$ cat src/rtl/cnv_byte_seq.sv
module cnv_byte_seq #(
  parameter int BYTE_W      = 8,
  parameter int SYNC_STAGES = 2,
  parameter int DEB_CYC     = 500,
  parameter int FLOAT_CYC   = 3_000_000,
  parameter int ZERO_CYC    = 40_000_000
) (
  input  logic                clk,
  input  logic                rst_n,
  input  logic                cnv_n,
  input  logic                az_n,
  input  logic                oe_n,
  input  logic [3*BYTE_W-1:0] core_result,
  input  logic                core_done,
  output logic                core_start,
  output logic                core_zero,
  output logic [BYTE_W-1:0]   data_q,
  output logic                bus_en,
  output logic [1:0]          stat,
  output logic                stat_en
);

  localparam int DW = $clog2(DEB_CYC + 1);
  localparam int TW = $clog2(ZERO_CYC + 1);

  typedef enum logic [2:0] {ST_ZERO, ST_BUSY, ST_HI, ST_MID, ST_LO} st_t;

  st_t st;
  logic [SYNC_STAGES-1:0] cnv_sh, az_sh;
  logic [DW-1:0] cnv_cnt, az_cnt;
  logic [TW-1:0] tmr;
  logic [2*BYTE_W-1:0] hold;
  logic [BYTE_W-1:0] out_r;
  logic start_r;
  logic cnv_s, az_s, cnv_evt, az_lo;

  assign cnv_s   = cnv_sh[SYNC_STAGES-1];
  assign az_s    = az_sh[SYNC_STAGES-1];
  assign cnv_evt = !cnv_s && (cnv_cnt == DW'(DEB_CYC - 1));
  assign az_lo   = (az_cnt == DW'(DEB_CYC));

  always_ff @(posedge clk or negedge rst_n) begin
    if (!rst_n) begin
      cnv_sh <= '1;
      az_sh  <= '1;
    end else begin
      cnv_sh <= {cnv_sh[SYNC_STAGES-2:0], cnv_n};
      az_sh  <= {az_sh[SYNC_STAGES-2:0], az_n};
    end
  end

  always_ff @(posedge clk or negedge rst_n) begin
    if (!rst_n) begin
      cnv_cnt <= '0;
      az_cnt  <= '0;
    end else begin
      if (cnv_s)
        cnv_cnt <= '0;
      else if (cnv_cnt != DW'(DEB_CYC))
        cnv_cnt <= cnv_cnt + 1'b1;
      if (az_s)
        az_cnt <= '0;
      else if (az_cnt != DW'(DEB_CYC))
        az_cnt <= az_cnt + 1'b1;
    end
  end

  always_ff @(posedge clk or negedge rst_n) begin
    if (!rst_n) begin
      st      <= ST_ZERO;
      tmr     <= '0;
      hold    <= '0;
      out_r   <= '0;
      start_r <= 1'b0;
    end else begin
      start_r <= 1'b0;
      if (az_lo) begin
        st  <= ST_ZERO;
        tmr <= '0;
      end else begin
        case (st)
          ST_ZERO:
            if (tmr == TW'(ZERO_CYC - 1)) begin
              st  <= ST_LO;
              tmr <= '0;
            end else begin
              tmr <= tmr + 1'b1;
            end
          ST_BUSY:
            if (core_done) begin
              hold  <= core_result[2*BYTE_W-1:0];
              out_r <= core_result[3*BYTE_W-1:2*BYTE_W];
              st    <= ST_HI;
            end
          ST_HI:
            if (cnv_evt) begin
              out_r <= hold[2*BYTE_W-1:BYTE_W];
              st    <= ST_MID;
            end
          ST_MID:
            if (cnv_evt) begin
              out_r <= hold[BYTE_W-1:0];
              st    <= ST_LO;
            end
          ST_LO:
            if (cnv_evt) begin
              st      <= ST_BUSY;
              start_r <= 1'b1;
            end
          default: st <= ST_ZERO;
        endcase
      end
    end
  end

  always_comb begin
    case (st)
      ST_HI:   stat = 2'b01;
      ST_MID:  stat = 2'b10;
      ST_LO:   stat = 2'b11;
      default: stat = 2'b00;
    endcase
  end

  assign stat_en    = !((st == ST_ZERO) && (tmr < TW'(FLOAT_CYC)));
  assign core_zero  = (st == ST_ZERO);
  assign core_start = start_r;
  assign data_q     = out_r;
  assign bus_en     = !oe_n;

endmodule

$ cat config.mk
export PLATFORM = sky130hd
export DESIGN_NAME = cnv_byte_seq
export DESIGN_NICKNAME = d
export VERILOG_FILES = /design/src/rtl/cnv_byte_seq.sv
export SDC_FILE = /design/constraint.sdc
export NUM_CORES = 1
export LEC_CHECK = 0
export ABC_AREA = 0
export BUFFER_PORTS_ARGS = -buffer_cell sky130_fd_sc_hd__buf_2
export CORE_MARGIN = 4
export CORE_UTILIZATION = 58
export CTS_CLUSTER_DIAMETER = 80
export CTS_CLUSTER_SIZE = 16
export DETAILED_ROUTE_END_ITERATION = 7
export GPL_TIMING_DRIVEN = 0
export PLACE_DENSITY_LB_ADDON = 0.3
export SLEW_MARGIN = 20
export SYNTH_ARGS = -nofsm -noshare
export SYNTH_HDL_FRONTEND = slang
export SYNTH_SLANG_ARGS = --single-unit
$ cat constraint.sdc
create_clock -name clk -period 2.6 [get_ports clk]
set_clock_uncertainty 0.15 [all_clocks]
set_input_delay 0.52 -clock clk [delete_from_list [all_inputs] [get_ports clk]]
set_output_delay 0.52 -clock clk [all_outputs]
set_load 0.05 [all_outputs]
==> out/summary.log <==
INFO  power          power.share.clock=0.441
INFO  logic_synthesis synth_top_area_frac=0.458
INFO  placed_design  last_weighted_congestion_value_of_the_routability_driven_placer=0.870
INFO  global_routing globalRouteOverflowTotal=0
INFO  floorplanning  die-height=90.3µm
INFO  job            maxCapViolCount=0
INFO  worst_setup_path critical_path.endpoint_type=output port
INFO  timing         drv_slew=0
INFO  final_layout   layout_commonest_cell=sky130_fd_sc_hd__dfrtp_1
INFO  logic_synthesis syn-mean-instance-area=10.2µm²
INFO  min_path       hold_path.class=in -> reg
INFO  worst_setup_path timing.reg2reg.worst_path_depth=6
INFO  power          switching_share=0.229
INFO  logic_synthesis postSynth.topFlopCell=sky130_fd_sc_hd__dfrtp_1
INFO  min_path       hold_depth=1
INFO  worst_setup_path worstReg2RegStart=tmr[0]
INFO  clock_network  clock_insertion_delay_worst_skew=0.35ns
INFO  floorplanning  die_w=90.3µm
INFO  timing         fin_ws=0.0918ns
INFO  worst_setup_path critPathLaunchType=register
INFO  final_layout   fillerInstances=474
INFO  global_routing grt_pass1_vias=3,063
INFO  clock_network  cts.sink_count=76
INFO  clock_network  path_clk_slew=0.09ns
INFO  power          p_sw=528µW
INFO  clock_network  cts_tree=done
INFO  power          internal-power=1780µW
INFO  logic_synthesis synth.top_cells.by_area=sky130_fd_sc_hd__dfrtp_1 46%, sky130_fd_sc_hd__mux2_2 6.9%, sky130_fd_sc_hd__nand2_1 4.1%, sky130_fd_sc_hd__a31oi_1 3.2%, sky130_fd_sc_hd__a21oi_1 2.7%
INFO  routing        routed_via_density=5.99
INFO  logic_synthesis synth_largest_area_cell=sky130_fd_sc_hd__dfrtp_1
INFO  clock_network  max-clock-path-buffers=2
INFO  floorplanning  row_count=29
INFO  floorplanning  io_pins=44
INFO  logic_synthesis syn-num-nets=422
INFO  timing         max_slew_margin=0.479
INFO  routing        route.final.wire_length=8700µm
INFO  power          ir_worst_vdd=0.000457V
INFO  floorplanning  floorplan.core_area=0.00646mm²
INFO  worst_setup_path r2r_end=tmr[25]
INFO  timing         report.final.setup_viol=0
INFO  worst_setup_path criticalPathCategory=reg -> out
INFO  logic_synthesis ys_seq_elements=76
INFO  worst_setup_path critPathLaunch=tmr[11]
INFO  final_layout   finalNetCount=480
INFO  logic_synthesis synth_edf_count=0
INFO  worst_setup_path worstPathRequired=1.93ns
INFO  timing         final_min_period_over_clock_period=0.965
INFO  timing         finalHoldViolCount=0
INFO  logic_synthesis synth_sequential_area_ratio=0.485
INFO  final_layout   post_route_cells_drive_above_1_share=0.278
INFO  final_layout   area_growth=16.5%
INFO  min_path       worstHoldEndpoint=az_sh[0]
INFO  timing         final.min_clock_period=2.51ns
INFO  routing        drtIter0Drc=223
INFO  routing        routed-via-count=3,158
INFO  global_routing grt_first_pass_wirelength=14,900µm
INFO  clock_network  cts.root.buffer_cell=sky130_fd_sc_hd__clkbuf_8
INFO  logic_synthesis netlist_area_before_placement=0.00393mm²
INFO  logic_synthesis async_flop_share=1.00
INFO  global_routing track_usage=0.224
INFO  routing        detailedRoute.firstPassIterationCount=4
INFO  timing         achievable-frequency=0.399GHz
INFO  run_status     run_status=completed
INFO  final_layout   n_antenna_cell=0
INFO  worst_setup_path reg2reg_setup_slack=0.17ns
INFO  min_path       timing.hold.worst.start=az_n
INFO  floorplanning  dieArea=0.00816mm²
INFO  placed_design  post_placement_cell_area=0.00427mm²
INFO  timing         worst-slew-pin-transition=0.779ns
INFO  placed_design  hpwl=5800µm
INFO  power          power_density=504mW/mm²
INFO  logic_synthesis syn_inst=387
INFO  routing        routedWlPerCell=16.5µm
INFO  worst_setup_path worstPathMaxFanout=7
INFO  logic_synthesis yosysUniqueCellTypes=54
INFO  floorplanning  floorplan.initialDensity=0.609
INFO  global_routing antenna_found_initial=0
INFO  placed_design  placement.io_buffers=43
INFO  routing        ant_nets=0
INFO  power          comb_power_share=0.038
INFO  logic_synthesis yosysWarningCount=0
INFO  clock_network  cts_buffers=9
INFO  clock_network  ctsHtreeMaxLevel=3
INFO  final_layout   post-route-cell-area=0.00458mm²
INFO  worst_setup_path worstPathArrival=1.84ns
INFO  power          sequentialPowerShare=0.520
INFO  placed_design  place_worst_setup_slack=0.160ns
INFO  final_layout   ff_latch_area=0.00191mm²
INFO  final_layout   multiInputGateArea=0.00188mm²
INFO  global_routing grt_max_degree=59
INFO  final_layout   final_cell_mix=68 x sky130_fd_sc_hd__dfrtp_1, 46 x sky130_fd_sc_hd__buf_2, 43 x sky130_fd_sc_hd__nand2_1
INFO  final_layout   final_core_utilization=0.709
INFO  routing        post-route-drc-count=0
INFO  power          power.leakage=0.00211µW
## final cells by class
class,instances,share of cell area
Buffer,17,0.0208
Clock buffer,10,0.0279
Clock inverter,6,0.0208
Inverter,11,0.00929
Multi-Input combinational cell,278,0.411
Sequential cell,76,0.417
Tap cell,77,0.0210
Timing Repair Buffer,52,0.0718
## logic make-up after synthesis
group           count (synthesis)  share of synthesized area
simple gates                  145                      0.203
compound gates                 83                      0.137
flops                          76                      0.485
mux                            34                     0.0942
buf+inv                        33                     0.0401
xor+xnor                       11                     0.0245
fa+ha+maj                       5                     0.0159
## flip-flops by register name (all words and copies together), names as in the netlist
signal	count
az_cnt	9
az_sh	2
cnv_cnt	9
cnv_sh	2
core_start	1
data_q	8
hold	16
st	3
tmr	26
## per-stage QoR
step	hold slack [ns]	std cells	total power [µW]	TNS (ns)
floorplan	0.0744	387	1250	0
detailed placement	0.197	508	1310	0
global route	0.0753	527	2410	-0.0122
finish	0.105	527	2310	0
global placement	0.196	507	1300	0
CTS	0.0900	524	2330	0
## cell usage after synthesis (4+ instances only)
library cell / count
sky130_fd_sc_hd__nand2_1: 43
sky130_fd_sc_hd__xnor2_1: 4
sky130_fd_sc_hd__o21ai_0: 17
sky130_fd_sc_hd__mux2_2: 24
sky130_fd_sc_hd__dfrtp_1: 72
sky130_fd_sc_hd__and2_1: 4
sky130_fd_sc_hd__inv_1: 10
sky130_fd_sc_hd__nand3_1: 20
sky130_fd_sc_hd__clkbuf_1: 8
sky130_fd_sc_hd__dfstp_2: 4
sky130_fd_sc_hd__nand4_1: 10
sky130_fd_sc_hd__a41oi_1: 7
sky130_fd_sc_hd__ha_1: 5
sky130_fd_sc_hd__a21oi_1: 21
sky130_fd_sc_hd__and3_1: 6
sky130_fd_sc_hd__buf_2: 7
sky130_fd_sc_hd__xor2_1: 7
sky130_fd_sc_hd__nor3_1: 8
sky130_fd_sc_hd__a31oi_1: 20
sky130_fd_sc_hd__or3_1: 6
sky130_fd_sc_hd__mux2i_1: 10
sky130_fd_sc_hd__nor2_1: 21
sky130_fd_sc_hd__nand2b_1: 6
## repair_timing
item,in CTS,in global routing
buffers inserted,0,7
endpoints found under the setup margin,3,11
resized for setup,2,9
hold buffers,1,0
endpoints found under the hold margin,18,0
pin swaps,1,5
## how the worst max path moves through the flow
stage,cells past startpoint,slack (ns),end
5_1_grt,6,-0.01,stat_en
3_3_place_gp,6,0.18,data_q[5]
2_1_floorplan,5,0.19,stat[0]
6_report,6,0.09,stat_en
3_5_place_dp,6,0.16,data_q[1]
4_1_cts,6,0.02,stat[0]
## critical path: stages, from the launching register on
cell and delay [ns]:
sky130_fd_sc_hd__dfrtp_2 0.47, sky130_fd_sc_hd__nor3_2 0.18, sky130_fd_sc_hd__o21ai_1 0.10, sky130_fd_sc_hd__a41oi_2 0.19, sky130_fd_sc_hd__o21bai_1 0.10, sky130_fd_sc_hd__a211o_1 0.28, sky130_fd_sc_hd__buf_6 0.16
## layer usage
| layer | GRT usage | share of wire | wire length, µm |
|---|---|---|---|
| met5 | 0 | 0 | 0 |
| met1 | 0.306 | 0.45 | 3940 |
| met3 | 0.0617 | 0.053 | 459 |
| met2 | 0.352 | 0.48 | 4180 |
| met4 | 0.0663 | 0.013 | 114 |
## power by group through the flow
stage | Clock [µW] | Combinational, µW | Sequential, µW
after floorplan | 0 | 31.2 | 1220
final | 1020 | 88.6 | 1200
after CTS | 1030 | 90.8 | 1200
after detailed placement | 0 | 89.1 | 1220
after global placement | 0 | 79.9 | 1220
after global routing | 1100 | 101 | 1200
(Power assumes the default switching activity.)
